$ cat src/rtl/cer_pkg.sv
package cer_pkg;
  localparam int ADDR_W   = 3;
  localparam int SUM_BIT  = 5;
  localparam int N_CNT    = 2;

  localparam logic [ADDR_W-1:0] A_FLAG  = 3'd0;
  localparam logic [ADDR_W-1:0] A_FEN   = 3'd1;
  localparam logic [ADDR_W-1:0] A_CODE  = 3'd2;
  localparam logic [ADDR_W-1:0] A_IEN   = 3'd3;
  localparam logic [ADDR_W-1:0] A_ISTAT = 3'd4;
  localparam logic [ADDR_W-1:0] A_TEC   = 3'd5;
  localparam logic [ADDR_W-1:0] A_REC   = 3'd6;
endpackage

$ cat src/rtl/cer_flag_bank.sv
// Sticky flag bank: hardware set has priority over a write-zero clear.
module cer_flag_bank #(
  parameter int W = 8
) (
  input  logic         clk,
  input  logic         rst,
  input  logic [W-1:0] set_i,
  input  logic         clr_we,
  input  logic [W-1:0] keep_mask,
  output logic [W-1:0] flag_q
);
  for (genvar i = 0; i < W; i++) begin : g_bit
    always_ff @(posedge clk) begin
      if (rst)
        flag_q[i] <= 1'b0;
      else if (set_i[i])
        flag_q[i] <= 1'b1;
      else if (clr_we && !keep_mask[i])
        flag_q[i] <= 1'b0;
    end
  end
endmodule

$ cat src/rtl/cer_code_capture.sv
// Error-code store with accumulate / latest-only display modes.
module cer_code_capture #(
  parameter int W = 7
) (
  input  logic         clk,
  input  logic         rst,
  input  logic [W-1:0] evt,
  input  logic         we,
  input  logic [W:0]   wdata,
  output logic [W-1:0] code_q,
  output logic         mode_q
);
  logic [W-1:0] after_wr;
  logic [W-1:0] code_nxt;

  always_comb begin
    after_wr = we ? (code_q & wdata[W-1:0]) : code_q;
    if (|evt)
      code_nxt = mode_q ? (after_wr | evt) : evt;
    else
      code_nxt = after_wr;
  end

  always_ff @(posedge clk) begin
    if (rst) begin
      code_q <= '0;
      mode_q <= 1'b0;
    end else begin
      code_q <= code_nxt;
      if (we)
        mode_q <= wdata[W];
    end
  end
endmodule

$ cat src/rtl/cer_count_regs.sv
// Read-only mirrors of engine-owned error counters.
module cer_count_regs #(
  parameter int W = 8,
  parameter int N = 2
) (
  input  logic         clk,
  input  logic         rst,
  input  logic [N-1:0] ld,
  input  logic [N*W-1:0] val,
  output logic [N*W-1:0] cnt_q
);
  for (genvar k = 0; k < N; k++) begin : g_cnt
    always_ff @(posedge clk) begin
      if (rst)
        cnt_q[k*W +: W] <= '0;
      else if (ld[k])
        cnt_q[k*W +: W] <= val[k*W +: W];
    end
  end
endmodule

$ cat src/rtl/cer_err_collector.sv
module cer_err_collector
  import cer_pkg::*;
#(
  parameter int REG_W = 8
) (
  input  logic                clk,
  input  logic                rst,
  input  logic [REG_W-1:0]    flag_evt,
  input  logic [REG_W-2:0]    code_evt,
  input  logic                tec_ld,
  input  logic [REG_W-1:0]    tec_val,
  input  logic                rec_ld,
  input  logic [REG_W-1:0]    rec_val,
  input  logic                bus_wr,
  input  logic                bus_rd,
  input  logic [ADDR_W-1:0]   bus_addr,
  input  logic [REG_W-1:0]    bus_wdata,
  output logic [REG_W-1:0]    bus_rdata,
  output logic                err_irq
);
  localparam int CODE_W = REG_W - 1;

  logic [REG_W-1:0]       flag_q;
  logic [REG_W-1:0]       fen_q;
  logic [CODE_W-1:0]      code_q;
  logic                   mode_q;
  logic                   ien_q;
  logic [N_CNT*REG_W-1:0] cnt_q;
  logic [REG_W-1:0]       tec_q;
  logic [REG_W-1:0]       rec_q;
  logic [REG_W-1:0]       flag_set;
  logic                   summary;
  logic                   wr_flag, wr_code;
  logic [REG_W-1:0]       rd_mux;

  assign wr_flag  = bus_wr && (bus_addr == A_FLAG);
  assign wr_code  = bus_wr && (bus_addr == A_CODE);
  assign flag_set = flag_evt | {{(REG_W-1){1'b0}}, |code_evt};

  cer_flag_bank #(.W(REG_W)) u_flags (
    .clk       (clk),
    .rst       (rst),
    .set_i     (flag_set),
    .clr_we    (wr_flag),
    .keep_mask (bus_wdata),
    .flag_q    (flag_q)
  );

  cer_code_capture #(.W(CODE_W)) u_code (
    .clk    (clk),
    .rst    (rst),
    .evt    (code_evt),
    .we     (wr_code),
    .wdata  (bus_wdata),
    .code_q (code_q),
    .mode_q (mode_q)
  );

  cer_count_regs #(.W(REG_W), .N(N_CNT)) u_cnt (
    .clk   (clk),
    .rst   (rst),
    .ld    ({rec_ld, tec_ld}),
    .val   ({rec_val, tec_val}),
    .cnt_q (cnt_q)
  );

  assign tec_q = cnt_q[0 +: REG_W];
  assign rec_q = cnt_q[REG_W +: REG_W];

  always_ff @(posedge clk) begin
    if (rst) begin
      fen_q <= '0;
      ien_q <= 1'b0;
    end else if (bus_wr) begin
      if (bus_addr == A_FEN) fen_q <= bus_wdata;
      if (bus_addr == A_IEN) ien_q <= bus_wdata[SUM_BIT];
    end
  end

  assign summary = |(flag_q & fen_q);

  always_comb begin
    rd_mux = '0;
    case (bus_addr)
      A_FLAG:  rd_mux = flag_q;
      A_FEN:   rd_mux = fen_q;
      A_CODE:  rd_mux = {mode_q, code_q};
      A_IEN:   rd_mux[SUM_BIT] = ien_q;
      A_ISTAT: rd_mux[SUM_BIT] = summary;
      A_TEC:   rd_mux = tec_q;
      A_REC:   rd_mux = rec_q;
      default: rd_mux = '0;
    endcase
  end

  always_ff @(posedge clk) begin
    if (rst) begin
      bus_rdata <= '0;
      err_irq   <= 1'b0;
    end else begin
      if (bus_rd) bus_rdata <= rd_mux;
      err_irq <= summary & ien_q;
    end
  end
endmodule

$ cat config.mk
export PLATFORM = sky130hd
export DESIGN_NAME = cer_err_collector
export DESIGN_NICKNAME = d
export VERILOG_FILES = /design/src/rtl/cer_pkg.sv /design/src/rtl/cer_flag_bank.sv /design/src/rtl/cer_code_capture.sv /design/src/rtl/cer_count_regs.sv /design/src/rtl/cer_err_collector.sv
export SDC_FILE = /design/constraint.sdc
export NUM_CORES = 1
export LEC_CHECK = 0
export ABC_CLOCK_PERIOD_IN_PS = 2000
export BUFFER_PORTS_ARGS = -buffer_cell sky130_fd_sc_hd__buf_2
export CAP_MARGIN = 20
export CORE_UTILIZATION = 56
export CTS_CLUSTER_SIZE = 14
export DETAILED_ROUTE_END_ITERATION = 8
export MAX_ROUTING_LAYER = met4
export PLACE_DENSITY_LB_ADDON = 0.1
export SLEW_MARGIN = 25
export SYNTH_ARGS = -nofsm -noshare
export SYNTH_HDL_FRONTEND = slang
export SYNTH_SLANG_ARGS = --single-unit
export TNS_END_PERCENT = 30
$ cat constraint.sdc
create_clock -name clk -period 2 [get_ports clk]
set_input_delay 0.4 -clock clk [delete_from_list [all_inputs] [get_ports clk]]
set_output_delay 0.4 -clock clk [all_outputs]
set_load 0.02 [all_outputs]
Word-level counts from Yosys, hierarchy flattened
Cells that the tools add are included.
- bits in registers: 50
- output and inout bits: 9
- word-level logic and storage cells: 80
- equality and inequality tests: 6
- muxes and demuxes: 22
- bitwise operators: 5
- reduce and logical (&&, ||, !) cells: 31
- operator list (kind ; number):
    $pmux 5 s5 ; 1
    $mux 7 ; 3
    $mux 1 ; 16
    $reduce_bool 2->1 ; 8
    $logic_and 1x1->1 ; 10
    $pmux 2 s5 ; 1
    $eq 3x3->1 const B ; 3
    $and 8x8->8 ; 1
    $logic_not 1->1 ; 8
    $or 8x1->8 ; 1
    $reduce_or 8->1 ; 1
    $and 7x7->7 ; 1
    $or 7x7->7 ; 1
    $pmux 1 s7 ; 1
    $reduce_or 7->1 ; 1
    $eq 3x2->1 const B ; 2
    $reduce_and 2->1 ; 2
    $eq 3x1->1 const B ; 1
    $logic_not 3->1 ; 1
    $and 1x1->1 ; 1

Logic depth before layout (Yosys ltp)
Gate-level depths: netlist of run 1.
- depth in word-level cells: 6
- gate-level depth with buffers: 7

Modules after synthesis
From an unflattened synthesis of run 1, not the netlist that was laid out.
- cells, all modules: 245
- area, all modules: 2408.6 µm²
- by module, submodules not included (module ; times used ; cells an instance ; area an instance (µm²)):
    cer_err_collector ; 1 ; 118 ; 1072.3
    cer_count_regs ; 1 ; 52 ; 579.3
    cer_code_capture ; 1 ; 42 ; 379.1
    cer_flag_bank ; 1 ; 33 ; 377.9

Worst setup path before layout of run 1
OpenSTA, ideal clock, no wires.
- kind: input to register
- start: input bus_addr[1]
- end: register u_flags.flag_q[4]
- setup time: 132 ps
- arrival time: 1339 ps
- required time: 1868 ps
- path slack: 529 ps
- cell stages on the path: 5
- buffers on the path: 2
- cell sequence: buf_6 or4b_1 buf_4 o21ai_2 a21oi_1
- word-level cells in the longest chain between the ends: 4
- ends and longest elaborated chain (element ; line ; text):
    from (decl) ; cer_err_collector.sv:16 ; input logic [ADDR_W-1:0] bus_addr,
    $logic_not 3->1 ; cer_err_collector.sv:36 ; assign wr_flag = bus_wr && (bus_addr == A_FLAG);
    $logic_and 1x1->1 ; cer_err_collector.sv:36 ;
    $logic_and 1x1->1 ; cer_flag_bank.sv:18 ; else if (clr_we && !keep_mask[i])
    $reduce_bool 2->1 (no source line) ; n/a ;
    to (signal, indexed assignment) ; cer_flag_bank.sv:15 ; flag_q[i] <= 1'b0;
    to (signal, indexed assignment) ; cer_flag_bank.sv:17 ; flag_q[i] <= 1'b1;
    to (signal, indexed assignment) ; cer_flag_bank.sv:19 ; flag_q[i] <= 1'b0;
    to (decl) ; cer_flag_bank.sv:10 ; output logic [W-1:0] flag_q
Every way passes these cells.
A chain may end at the register's enable or synchronous reset.

Worst setup path in the final report of run 1
- start: input bus_addr[0]
- end: register u_flags.flag_q[0]
Same word-level chain as after synthesis.

==> results.yml, run 1 <==
clocking:
  cts_inserted_buffers: 5
  post_cts_hold_buffer_count: 0
  post_cts.resized_instances: 0
  post-cts-setup-buffers: 0
  cts.root.buffer_cell: "sky130_fd_sc_hd__clkbuf_8"
  clk_buf_depth: 2
  cts_num_sinks: 50
  clock_tree_from_tritoncts: "yes"
  path_clk_slew_ns: 0.09
  worst_skew_pair.late_latency_ns: 0.29
  cts_max_level: 2
route:
  route.detailed.drc: 0
  drt_iter0_drc: 87
  routed_wirelength_mm: 4.86
  drtAntennaViolNets: 0
  routedWlPerCell_um: 14.4
  dr.pass1.iters: 4
  vias: 1886
  viasPerCell: 5.58
run_status:
  outcome: "finished, final reports clean"
floorplanning:
  die_height_um: 65.3
  die-width_um: 65.3
  ioPinCount: 57
  initial_core_util_pct: 60.0
  die-area_um2: 4270
  core_area_um2: 3740
  rows: 22
critical_path:
  cp-endpoint: "u_flags.flag_q[0]"
  r2r-end: "u_code.code_q[4]"
  worstSetupPathType: "in2reg"
  cp-end-kind: "register"
  worst_path_largest_cell_delay_ns: 0.76
  reg2regPathDepth: 3
  critical_path.slowest_cell: "sky130_fd_sc_hd__or4b_1"
  crit_chain: "buf_2 > or4b_1 > o21ai_2 > a21oi_1"
  crit-reg2reg-launch: "u_code.mode_q"
  timing.critical_path.arrival_ns: 1.68
  cp_data_required_time_ns: 2.17
  regToRegSetupSlack_ns: 0.73
  crit_start: "bus_addr[0]"
  critical_path_fanout_max: 19
  startpoint_type: "input pin"
synthesis:
  asyncSetResetFlopFracSynth_pct: 0
  synthDistinctLibCells: 32
  synth_adder_area_share_pct: 0
  synth_xor_area_share_pct: 0
  yosys-top-cells-count: "sky130_fd_sc_hd__dfxtp_1, sky130_fd_sc_hd__mux2i_1, sky130_fd_sc_hd__nor2_1"
  compound_gate_portion_of_the_synthesized_area_pct: 21.9
  yosys_warnings: 0
  synth_most_common_cell: "sky130_fd_sc_hd__dfxtp_1"
  dominantRegCellSynth: "sky130_fd_sc_hd__dfxtp_1"
  post_synth_and_or_nand_nor_area_fraction_pct: 12.2
  yosys-top-cells-area: "sky130_fd_sc_hd__dfxtp_1, sky130_fd_sc_hd__mux2i_1, sky130_fd_sc_hd__nor2_1"
  synth.cell_area_um2: 2240
  synth_enable_flop_cells: 0
  yosysSeqAreaShare_pct: 44.6
  syn_nets: 286
  yosys.area.top_type: "sky130_fd_sc_hd__dfxtp_1"
  synth_cells: 238
  dominant_combinational_cell_family_by_area_after_synthesis: "compound AO/OA/AOI/OAI gates"
  synthDominantCellAreaShare_pct: 44.6
  avgSynthCellArea_um2: 9.43
  synth.ff_latch_count: 50
  synthMuxAreaShare_pct: 15.6
timing:
  timing.slew.headroom_pct: 47.3
  fin_tns_setup_ns: 0
  clock_skew_ns: 0.00660
  hold_viol: 0
  final.hold.worst_slack_ns: 0.324
  grt_setup_unrepaired: "false"
  final_period_minus_worst_setup_slack_ns: 1.50
  timing_worst_slew_pin_value_ns: 0.788
  finalCritPeriodShare_pct: 75.2
  finalSetupViolations: 0
  clock.fmax_mhz: 665
  count_of_final_max_slew_check_failures: 0
final_layout:
  diodes: 0
  layout_cell_share_with_drive_strength_beyond_1_pct: 30.0
  instances_no_fill: 338
  postLayoutCellArea_um2: 2620
  post-route-util_pct: 70.1
  num-nets-final: 337
  synthToLayoutAreaGrowth_pct: 16.9
place:
  place_inst: 330
  gp_routability_congestion: 0.757
  detailedPlacementHpwl_mm: 3.60
  place.port_buffers: 56
  dpl_cell_area_um2: 2530
pwr:
  power.leakage_uw: 0.00116
  ir_worst_vdd_mv: 0.539
  power-per-cell-area_nw_per_um2: 735
grt:
  grt.total_usage_pct: 25.8
  global_route.overflow_total: 0
  grt_antenna_before_repair: 0
  first_pass_grt_wire_length_mm: 8.13
  grt_pass1_vias: 1751
  grt_start_max_net_pins: 45
worst_hold_path:
  hold_class: "in2reg"
run:
  max-cap-violations: 0
[layout by cell type (no fill, tap or decap), types with 2 or more instances in the layout]
cell and n:
sky130_fd_sc_hd__buf_2 56, sky130_fd_sc_hd__dfxtp_1 50, sky130_fd_sc_hd__mux2i_1 35, sky130_fd_sc_hd__nor2_1 35, sky130_fd_sc_hd__a21oi_1 16, sky130_fd_sc_hd__o21ai_0 15
sky130_fd_sc_hd__a22oi_1 11, sky130_fd_sc_hd__nand2_1 8, sky130_fd_sc_hd__o21ai_2 8, sky130_fd_sc_hd__a32o_1 7, sky130_fd_sc_hd__o21ba_2 7, sky130_fd_sc_hd__inv_1 7
sky130_fd_sc_hd__clkbuf_8 6, sky130_fd_sc_hd__buf_4 6, sky130_fd_sc_hd__a31oi_1 3, sky130_fd_sc_hd__and3b_1 2, sky130_fd_sc_hd__nor2b_1 2
[worst max-delay path, delay by kind of cell]
family	cells	cell delay (ns)
compound gates	2	0.30
buf+inv	1	0.22
simple gates	1	0.76
[how the worst min path moves through the flow]
stage               slack [ns]           endpoint  cells past startpoint              start
finish                    0.32  u_flags.flag_q[4]                      3        flag_evt[4]
global route              0.31  u_flags.flag_q[6]                      3        flag_evt[6]
CTS                       0.32  u_flags.flag_q[4]                      3        flag_evt[4]
detailed placement        0.46       bus_rdata[7]                      1       bus_rdata[7]
global placement          0.46       bus_rdata[7]                      1       bus_rdata[7]
floorplan                 0.45  u_flags.flag_q[0]                      2  u_flags.flag_q[0]
[stage by stage]
stage | setup slack [ns] | total power [µW]
finish | 0.496 | 1930
CTS | 0.476 | 1940
global route | 0.313 | 2020
floorplan | 0.529 | 1260
detailed placement | 0.166 | 1360
global placement | 0.189 | 1350
[power breakdown]
group / switching, µW / internal, µW / leakage [µW]
sequential: 33.6 / 1040 / 0.000412
combinational: 134 / 119 / 0.000706
clock: 318 / 278 / 0.0000472
[state kept, by name, indices dropped and copies added, names as in the netlist]
signal and flops:
u_cnt.cnt_q 16, bus_rdata 8, fen_q 8, u_flags.flag_q 8, u_code.code_q 7, err_irq 1
ien_q 1, u_code.mode_q 1
[kinds of logic (layout without fill, tap and decap cells)]
kind of cell | Yosys count | count (layout)
AOI/OAI and AO/OA | 70 | 70
buffers and inverters | 25 | 77
and+or+nand+nor | 58 | 58
DFF | 50 | 50
muxes | 35 | 35
[final cells by class]
class,instances,area (µm²)
clock buffer,6,82.6
fill,320,1120
clock inverter,2,12.5
sequential,50,1000
inverter,7,26.3
timing repair buffer,62,325
multi-input combinational,163,1120
tap,48,60.1
[per-layer routing]
metal	track usage (%)	wire length (µm)
met3	5.56	276
met4	8.15	38
met1	33.3	2230
met2	40.3	2320
met5	-	0
(Power assumes the default switching activity.)
==> inputs of run 2 (changes only) <==
--- a/config.mk
+++ b/config.mk
@@ -5,10 +5,11 @@
 export SDC_FILE = /design/constraint.sdc
 export NUM_CORES = 1
 export LEC_CHECK = 0
-export ABC_CLOCK_PERIOD_IN_PS = 2000
+export ABC_AREA = 1
+export ABC_CLOCK_PERIOD_IN_PS = 1300
 export BUFFER_PORTS_ARGS = -buffer_cell sky130_fd_sc_hd__buf_2
 export CAP_MARGIN = 20
-export CORE_UTILIZATION = 56
+export CORE_UTILIZATION = 47
 export CTS_CLUSTER_SIZE = 14
 export DETAILED_ROUTE_END_ITERATION = 8
 export MAX_ROUTING_LAYER = met4
==> constraint.sdc (replaced) <==
create_clock -name clk -period 1.3 [get_ports clk]
set_input_delay 0.26 -clock clk [delete_from_list [all_inputs] [get_ports clk]]
set_output_delay 0.26 -clock clk [all_outputs]
set_load 0.02 [all_outputs]
==> run 2 against run 1 <==
Against the previous run: combinational power rose by 54%; routed wire length up 15%; the flow now finishes with violations (DRC); register-to-register slack worse by 0.47 ns; largest power group unchanged; via count grew 17%; setup slack lost 0.27 ns; clock power rose by 54%; die area rose by 17%; global-route usage is 0.79 points lower; critical path depth shrank 3.
==> results.yml, run 2 <==
clocking:
  cts_num_sinks: 50
  worst_skew_pair.late_latency_ns: 0.30
  clock_tree_from_tritoncts: "yes"
  cts_max_level: 2
  post_cts_hold_buffer_count: 0
  cts.root.buffer_cell: "sky130_fd_sc_hd__clkbuf_8"
  post_cts.resized_instances: 0
  cts_inserted_buffers: 5
  path_clk_slew_ns: 0.09
  post-cts-setup-buffers: 0
  clk_buf_depth: 2
critical_path:
  reg2regPathDepth: 8
  critical_path.slowest_cell: "sky130_fd_sc_hd__dfxtp_1"
  crit-reg2reg-launch: "u_flags.flag_q[7]"
  cpLargestDelayFamily: "flip-flops"
  cp-endpoint: "bus_rdata[5]"
  crit_start: "bus_rdata[5]"
  crit_cells: 1
  timing.critical_path.arrival_ns: 0.81
  startpoint_type: "register"
  cp-end-kind: "primary output"
  cp_data_required_time_ns: 1.04
  worst_path_largest_cell_delay_ns: 0.35
  critical_path_fanout_max: 2
  worstPathBufferInverterCount: 1
  r2r-end: "bus_rdata[5]"
  worstSetupPathType: "reg2out"
  regToRegSetupSlack_ns: 0.26
  crit_chain: "buf_2"
floorplanning:
  die-area_um2: 4980
  die_height_um: 70.6
  initial_core_util_pct: 49.7
  ioPinCount: 57
  core_area_um2: 4440
  die-width_um: 70.6
  rows: 24
pwr:
  share_clk_of_total_power_pct: 30.9
  ir_worst_vdd_mv: 0.585
  sw_frac_of_total_pct: 25.7
  power-per-cell-area_nw_per_um2: 1090
  cell_internal_pwr_uw: 2200
  power.share.combinational_pct: 13.1
  power.leakage_uw: 0.00129
  power_switching_uw: 762
  p_seq_share_pct: 56.0
grt:
  grt_pass1_vias: 2083
  grt_start_max_net_pins: 26
  grt_antenna_before_repair: 0
  global_route.overflow_total: 0
  grt.total_usage_pct: 25.0
  first_pass_grt_wire_length_mm: 9.46
synthesis:
  yosys.area.top_type: "sky130_fd_sc_hd__dfxtp_1"
  yosys-top-cells-count: "sky130_fd_sc_hd__nand2_1, sky130_fd_sc_hd__dfxtp_1, sky130_fd_sc_hd__nor2_1"
  avgSynthCellArea_um2: 6.95
  yosys-top-cells-area: "sky130_fd_sc_hd__dfxtp_1, sky130_fd_sc_hd__nand2_1, sky130_fd_sc_hd__nor2_1"
  synth.cell_area_um2: 2210
  synth_most_common_cell: "sky130_fd_sc_hd__nand2_1"
  dominantRegCellSynth: "sky130_fd_sc_hd__dfxtp_1"
  synth.ff_latch_count: 50
  synthDistinctLibCells: 23
  synth_enable_flop_cells: 0
  synthDominantCellAreaShare_pct: 45.3
  yosys_warnings: 0
  yosysSeqAreaShare_pct: 45.3
  syn_nets: 366
  asyncSetResetFlopFracSynth_pct: 0
  synth_cells: 318
route:
  drtAntennaViolNets: 0
  drt_iter0_drc: 165
  routed_wirelength_mm: 5.57
  route.detailed.drc: 2
  viasPerCell: 5.02
  vias: 2213
  routedWlPerCell_um: 12.6
  dr.pass1.iters: 6
run_status:
  outcome: "finished with violations"
  failed_checks: "DRC"
final_layout:
  layout_cell_share_with_drive_strength_beyond_1_pct: 26.0
  num-nets-final: 436
  diodes: 0
  layout.cells.most_common: "sky130_fd_sc_hd__nand2_1"
  largest_reg_flops: 16
  layout_common_cells: "sky130_fd_sc_hd__nand2_1, sky130_fd_sc_hd__buf_2, sky130_fd_sc_hd__dfxtp_1"
  synthToLayoutAreaGrowth_pct: 23.1
  largest-register: "u_cnt.cnt_q"
  instances_no_fill: 441
  postLayoutCellArea_um2: 2720
place:
  place.port_buffers: 56
  dpl_cell_area_um2: 2630
  dpl_worst_slack_ns: -0.0278
  gp_routability_congestion: 0.887
  detailedPlacementHpwl_mm: 4.30
  place_inst: 433
timing:
  finalSetupViolations: 0
  clock.fmax_mhz: 934
  grt_setup_unrepaired: "false"
  finalCritPeriodShare_pct: 82.3
  timing.slew.headroom_pct: 75.4
  fin_tns_setup_ns: 0
  final.hold.worst_slack_ns: 0.180
  final_period_minus_worst_setup_slack_ns: 1.07
  timing_worst_slew_pin_value_ns: 0.368
  count_of_final_max_slew_check_failures: 0
  layout_setup_ws_ns: 0.230
  clock_skew_ns: 0.00898
  hold_viol: 0
run:
  max-cap-violations: 0
worst_hold_path:
  hold_class: "in2reg"
  whs_path_depth: 3
run 2: cell types whose count changed in the layout (fill, tap and decap cells not counted), sizes merged, moves of 13 or more:
cell   change
nand3     +13
nor2      +16
o21ai     +16
nand2     +60
inv       +26
mux2i     -35
a21oi     +16
run 2: layout make-up:
class | instances | area, µm²
multi-input combinational | 224 | 1030
clock buffer | 7 | 86.3
sequential | 50 | 1000
clock inverter | 1 | 5.00
timing repair buffer | 73 | 408
tap | 52 | 65.1
fill | 431 | 1720
inverter | 34 | 128
run 2: stage by stage:
step           total power [µW]  utilization (%)
2_1_floorplan              1900                -
3_3_place_gp               2080             59.2
3_5_place_dp               2080             59.2
4_1_cts                    2990             61.3
5_1_grt                    3120             61.3
6_report                   2970             61.3
run 2: per-layer routing:
layer	GRT usage (%)	share of wire, %	routed length, µm
met3	4.70	4.3	237
met4	6.67	0.72	40
met2	40.9	47	2610
met5	-	0	0
met1	32.1	48	2680
run 2: cell families after synthesis:
kind of cell | share of synthesized area [%]
and+or+nand+nor | 27.6
AOI/OAI and AO/OA | 19.0
DFF | 45.3
buffers and inverters | 8.15
run 2: worst min path at each step:
stage,start,end,slack [ns]
floorplan,code_evt[0],u_code.code_q[0],0.39
global placement,u_cnt.cnt_q[4],u_cnt.cnt_q[4],0.44
finish,tec_val[6],u_cnt.cnt_q[6],0.18
detailed placement,u_cnt.cnt_q[1],u_cnt.cnt_q[1],0.45
CTS,rec_val[5],u_cnt.cnt_q[13],0.17
global route,rec_val[3],u_cnt.cnt_q[11],0.17
run 2: power groups by stage:
stage / clock (µW) / sequential, µW / combinational (µW)
after floorplan: 0 / 1690 / 209
after global placement: 0 / 1700 / 382
after detailed placement: 0 / 1700 / 387
after CTS: 937 / 1660 / 390
after global routing: 1010 / 1670 / 440
final: 918 / 1660 / 389
==> inputs of run 3 (changes only) <==
--- a/config.mk
+++ b/config.mk
@@ -6,10 +6,10 @@
 export NUM_CORES = 1
 export LEC_CHECK = 0
 export ABC_AREA = 1
-export ABC_CLOCK_PERIOD_IN_PS = 1300
+export ABC_CLOCK_PERIOD_IN_PS = 1100
 export BUFFER_PORTS_ARGS = -buffer_cell sky130_fd_sc_hd__buf_2
 export CAP_MARGIN = 20
-export CORE_UTILIZATION = 47
+export CORE_UTILIZATION = 52
 export CTS_CLUSTER_SIZE = 14
 export DETAILED_ROUTE_END_ITERATION = 8
 export MAX_ROUTING_LAYER = met4
==> constraint.sdc (replaced) <==
create_clock -name clk -period 1.1 [get_ports clk]
set_input_delay 0.22 -clock clk [delete_from_list [all_inputs] [get_ports clk]]
set_output_delay 0.22 -clock clk [all_outputs]
set_load 0.02 [all_outputs]
==> run 3 against run 2 <==
Against the previous run: the run now ends clean; count of clock-buffer cells in the layout did not move; critical path depth is 7 higher; via count rose by 4.5%; non-clock buffer count increased by 6; cell count is 0.91% higher; register-to-register slack got worse by 0.21 ns; worst hold slack worse by 0.044 ns; design area grew 3.0%; die area down 9.3%; global-route usage up 3.8 points; setup slack worse by 0.18 ns; flip-flop and latch count unchanged; largest power group unchanged.
==> results.yml, run 3 (synthesis gave the netlist of run 2 again) <==
timing:
  timing.slew.headroom_pct: 76.2
  finalSetupViolations: 0
  grt_setup_unrepaired: "false"
  count_of_final_max_slew_check_failures: 0
  fin_tns_setup_ns: 0
  final_period_minus_worst_setup_slack_ns: 1.05
  final.hold.worst_slack_ns: 0.136
  clock.fmax_mhz: 950
  timing_worst_slew_pin_value_ns: 0.357
  finalCritPeriodShare_pct: 95.7
  hold_viol: 0
  clock_skew_ns: 0.00522
place:
  detailedPlacementHpwl_mm: 4.32
  gp_routability_congestion: 0.914
  place.port_buffers: 56
route:
  drt_iter0_drc: 182
  vias: 2313
  routed_wirelength_mm: 5.64
  drtAntennaViolNets: 0
  dr.pass1.iters: 4
  route.detailed.drc: 0
  routedWlPerCell_um: 12.7
  viasPerCell: 5.20
grt:
  first_pass_grt_wire_length_mm: 9.37
  global_route.overflow_total: 0
  grt_antenna_before_repair: 0
  grt_start_max_net_pins: 26
  grt.total_usage_pct: 28.8
  grt_pass1_vias: 2068
clocking:
  clk_buf_depth: 2
  cts_max_level: 2
  path_clk_slew_ns: 0.09
  cts_num_sinks: 50
  worst_skew_pair.late_latency_ns: 0.30
  cts_inserted_buffers: 5
  cts.root.buffer_cell: "sky130_fd_sc_hd__clkbuf_8"
  post_cts_hold_buffer_count: 0
  clock_tree_from_tritoncts: "yes"
final_layout:
  layout_common_cells: "sky130_fd_sc_hd__nand2_1, sky130_fd_sc_hd__buf_2, sky130_fd_sc_hd__nor2_1"
  largest-register: "u_cnt.cnt_q"
  diodes: 0
  layout.cells.most_common: "sky130_fd_sc_hd__nand2_1"
  largest_reg_flops: 16
  synthToLayoutAreaGrowth_pct: 26.9
  num-nets-final: 442
  final.fill_count: 375
  layout_cell_share_with_drive_strength_beyond_1_pct: 28.9
pwr:
  power.share.combinational_pct: 14.0
  power.leakage_uw: 0.00135
  cell_internal_pwr_uw: 2630
  ir_worst_vdd_mv: 1.27
  share_clk_of_total_power_pct: 30.9
  p_seq_share_pct: 55.1
  sw_frac_of_total_pct: 26.2
  power_switching_uw: 933
  power-per-cell-area_nw_per_um2: 1270
floorplanning:
  initial_core_util_pct: 54.9
  die_height_um: 67.2
  die-area_um2: 4520
  die-width_um: 67.2
  core_area_um2: 4030
  ioPinCount: 57
  rows: 23
run_status:
  outcome: "finished, final reports clean"
critical_path:
  reg2regPathDepth: 8
  cp-end-kind: "register"
  cp_data_required_time_ns: 1.29
  regToRegSetupSlack_ns: 0.05
  critical_path.slowest_cell: "sky130_fd_sc_hd__dfxtp_1"
  r2r-end: "bus_rdata[5]"
  worstSetupPathType: "reg2reg"
  crit-reg2reg-launch: "u_flags.flag_q[1]"
  worstPathBufferInverterCount: 0
  crit_chain: "nand2_1 > nand2_1 > nor2_1 > nand2_1 > nand2_1 > nand3_2 > nand2_2 > a21oi_1"
  cpLargestDelayFamily: "simple AND/OR/NAND/NOR gates"
  critPathMostFrequentCell: "sky130_fd_sc_hd__nand2_1"
  timing.critical_path.arrival_ns: 1.24
  startpoint_type: "register"
  worst_path_largest_cell_delay_ns: 0.34
  critical_path_fanout_max: 2
run:
  max-cap-violations: 0
worst_hold_path:
  whs_path_depth: 3
  whs_endpoint: "u_cnt.cnt_q[0]"
  hold_class: "in2reg"
  timing.hold.worst.start: "tec_val[0]"
run 3: per-stage QoR:
stage	cell area [µm²]	instances	util, %	setup slack [ns]	power, µW
after floorplan	2250	318	-	-0.0851	2260
after global placement	2690	435	66.7	-0.141	2480
after detailed placement	2690	435	66.7	-0.198	2490
after CTS	2780	443	68.9	0.0324	3560
after global routing	2810	445	69.6	0.00335	3730
final	2810	445	69.6	0.0470	3560
run 3: worst max-delay path by stage:
stage / from / endpoint / cells past startpoint
floorplan: bus_addr[0] / u_code.code_q[5] / 5
global placement: bus_addr[1] / bus_rdata[0] / 11
detailed placement: bus_addr[1] / bus_rdata[0] / 11
CTS: fen_q[1] / bus_rdata[5] / 8
global route: u_flags.flag_q[7] / bus_rdata[5] / 8
finish: u_flags.flag_q[1] / bus_rdata[5] / 8
run 3: final cells by class:
type                    count  area [µm²]  area share [%]
multi-input cells         224        1050            37.4
flip-flops and latches     50        1010            35.9
repair buffers             79         465            16.6
inverters                  34         130            4.64
clock buffers               7        86.3            3.08
well taps                  50        62.6            2.23
clock inverters             1        5.00           0.178
run 3: power by group through the flow:
stage	sequential (µW)	combinational, µW	clock, µW
6_report	1960	499	1100
5_1_grt	1980	558	1190
3_5_place_dp	2000	488	0
2_1_floorplan	2000	261	0
4_1_cts	1960	491	1110
3_3_place_gp	2000	480	0
run 3: worst min-delay path, delay by kind of cell:
family | cells | cell delay [ns]
simple gates | 2 | 0.11
buf+inv | 1 | 0.07
run 3: timing repair:
| item | in CTS | in global routing |
|---|---|---|
| gates resized for setup | 0 | 6 |
| setup buffers | 0 | 2 |
| endpoints found under the setup margin | 0 | 1 |
run 3: layer usage:
metal | GRT usage [%] | share of wire (%) | wire (µm)
met2 | 43.6 | 45 | 2550
met5 | - | 0 | 0
met1 | 38.2 | 47 | 2660
met3 | 5.24 | 5.4 | 302
met4 | 10.4 | 2.2 | 123
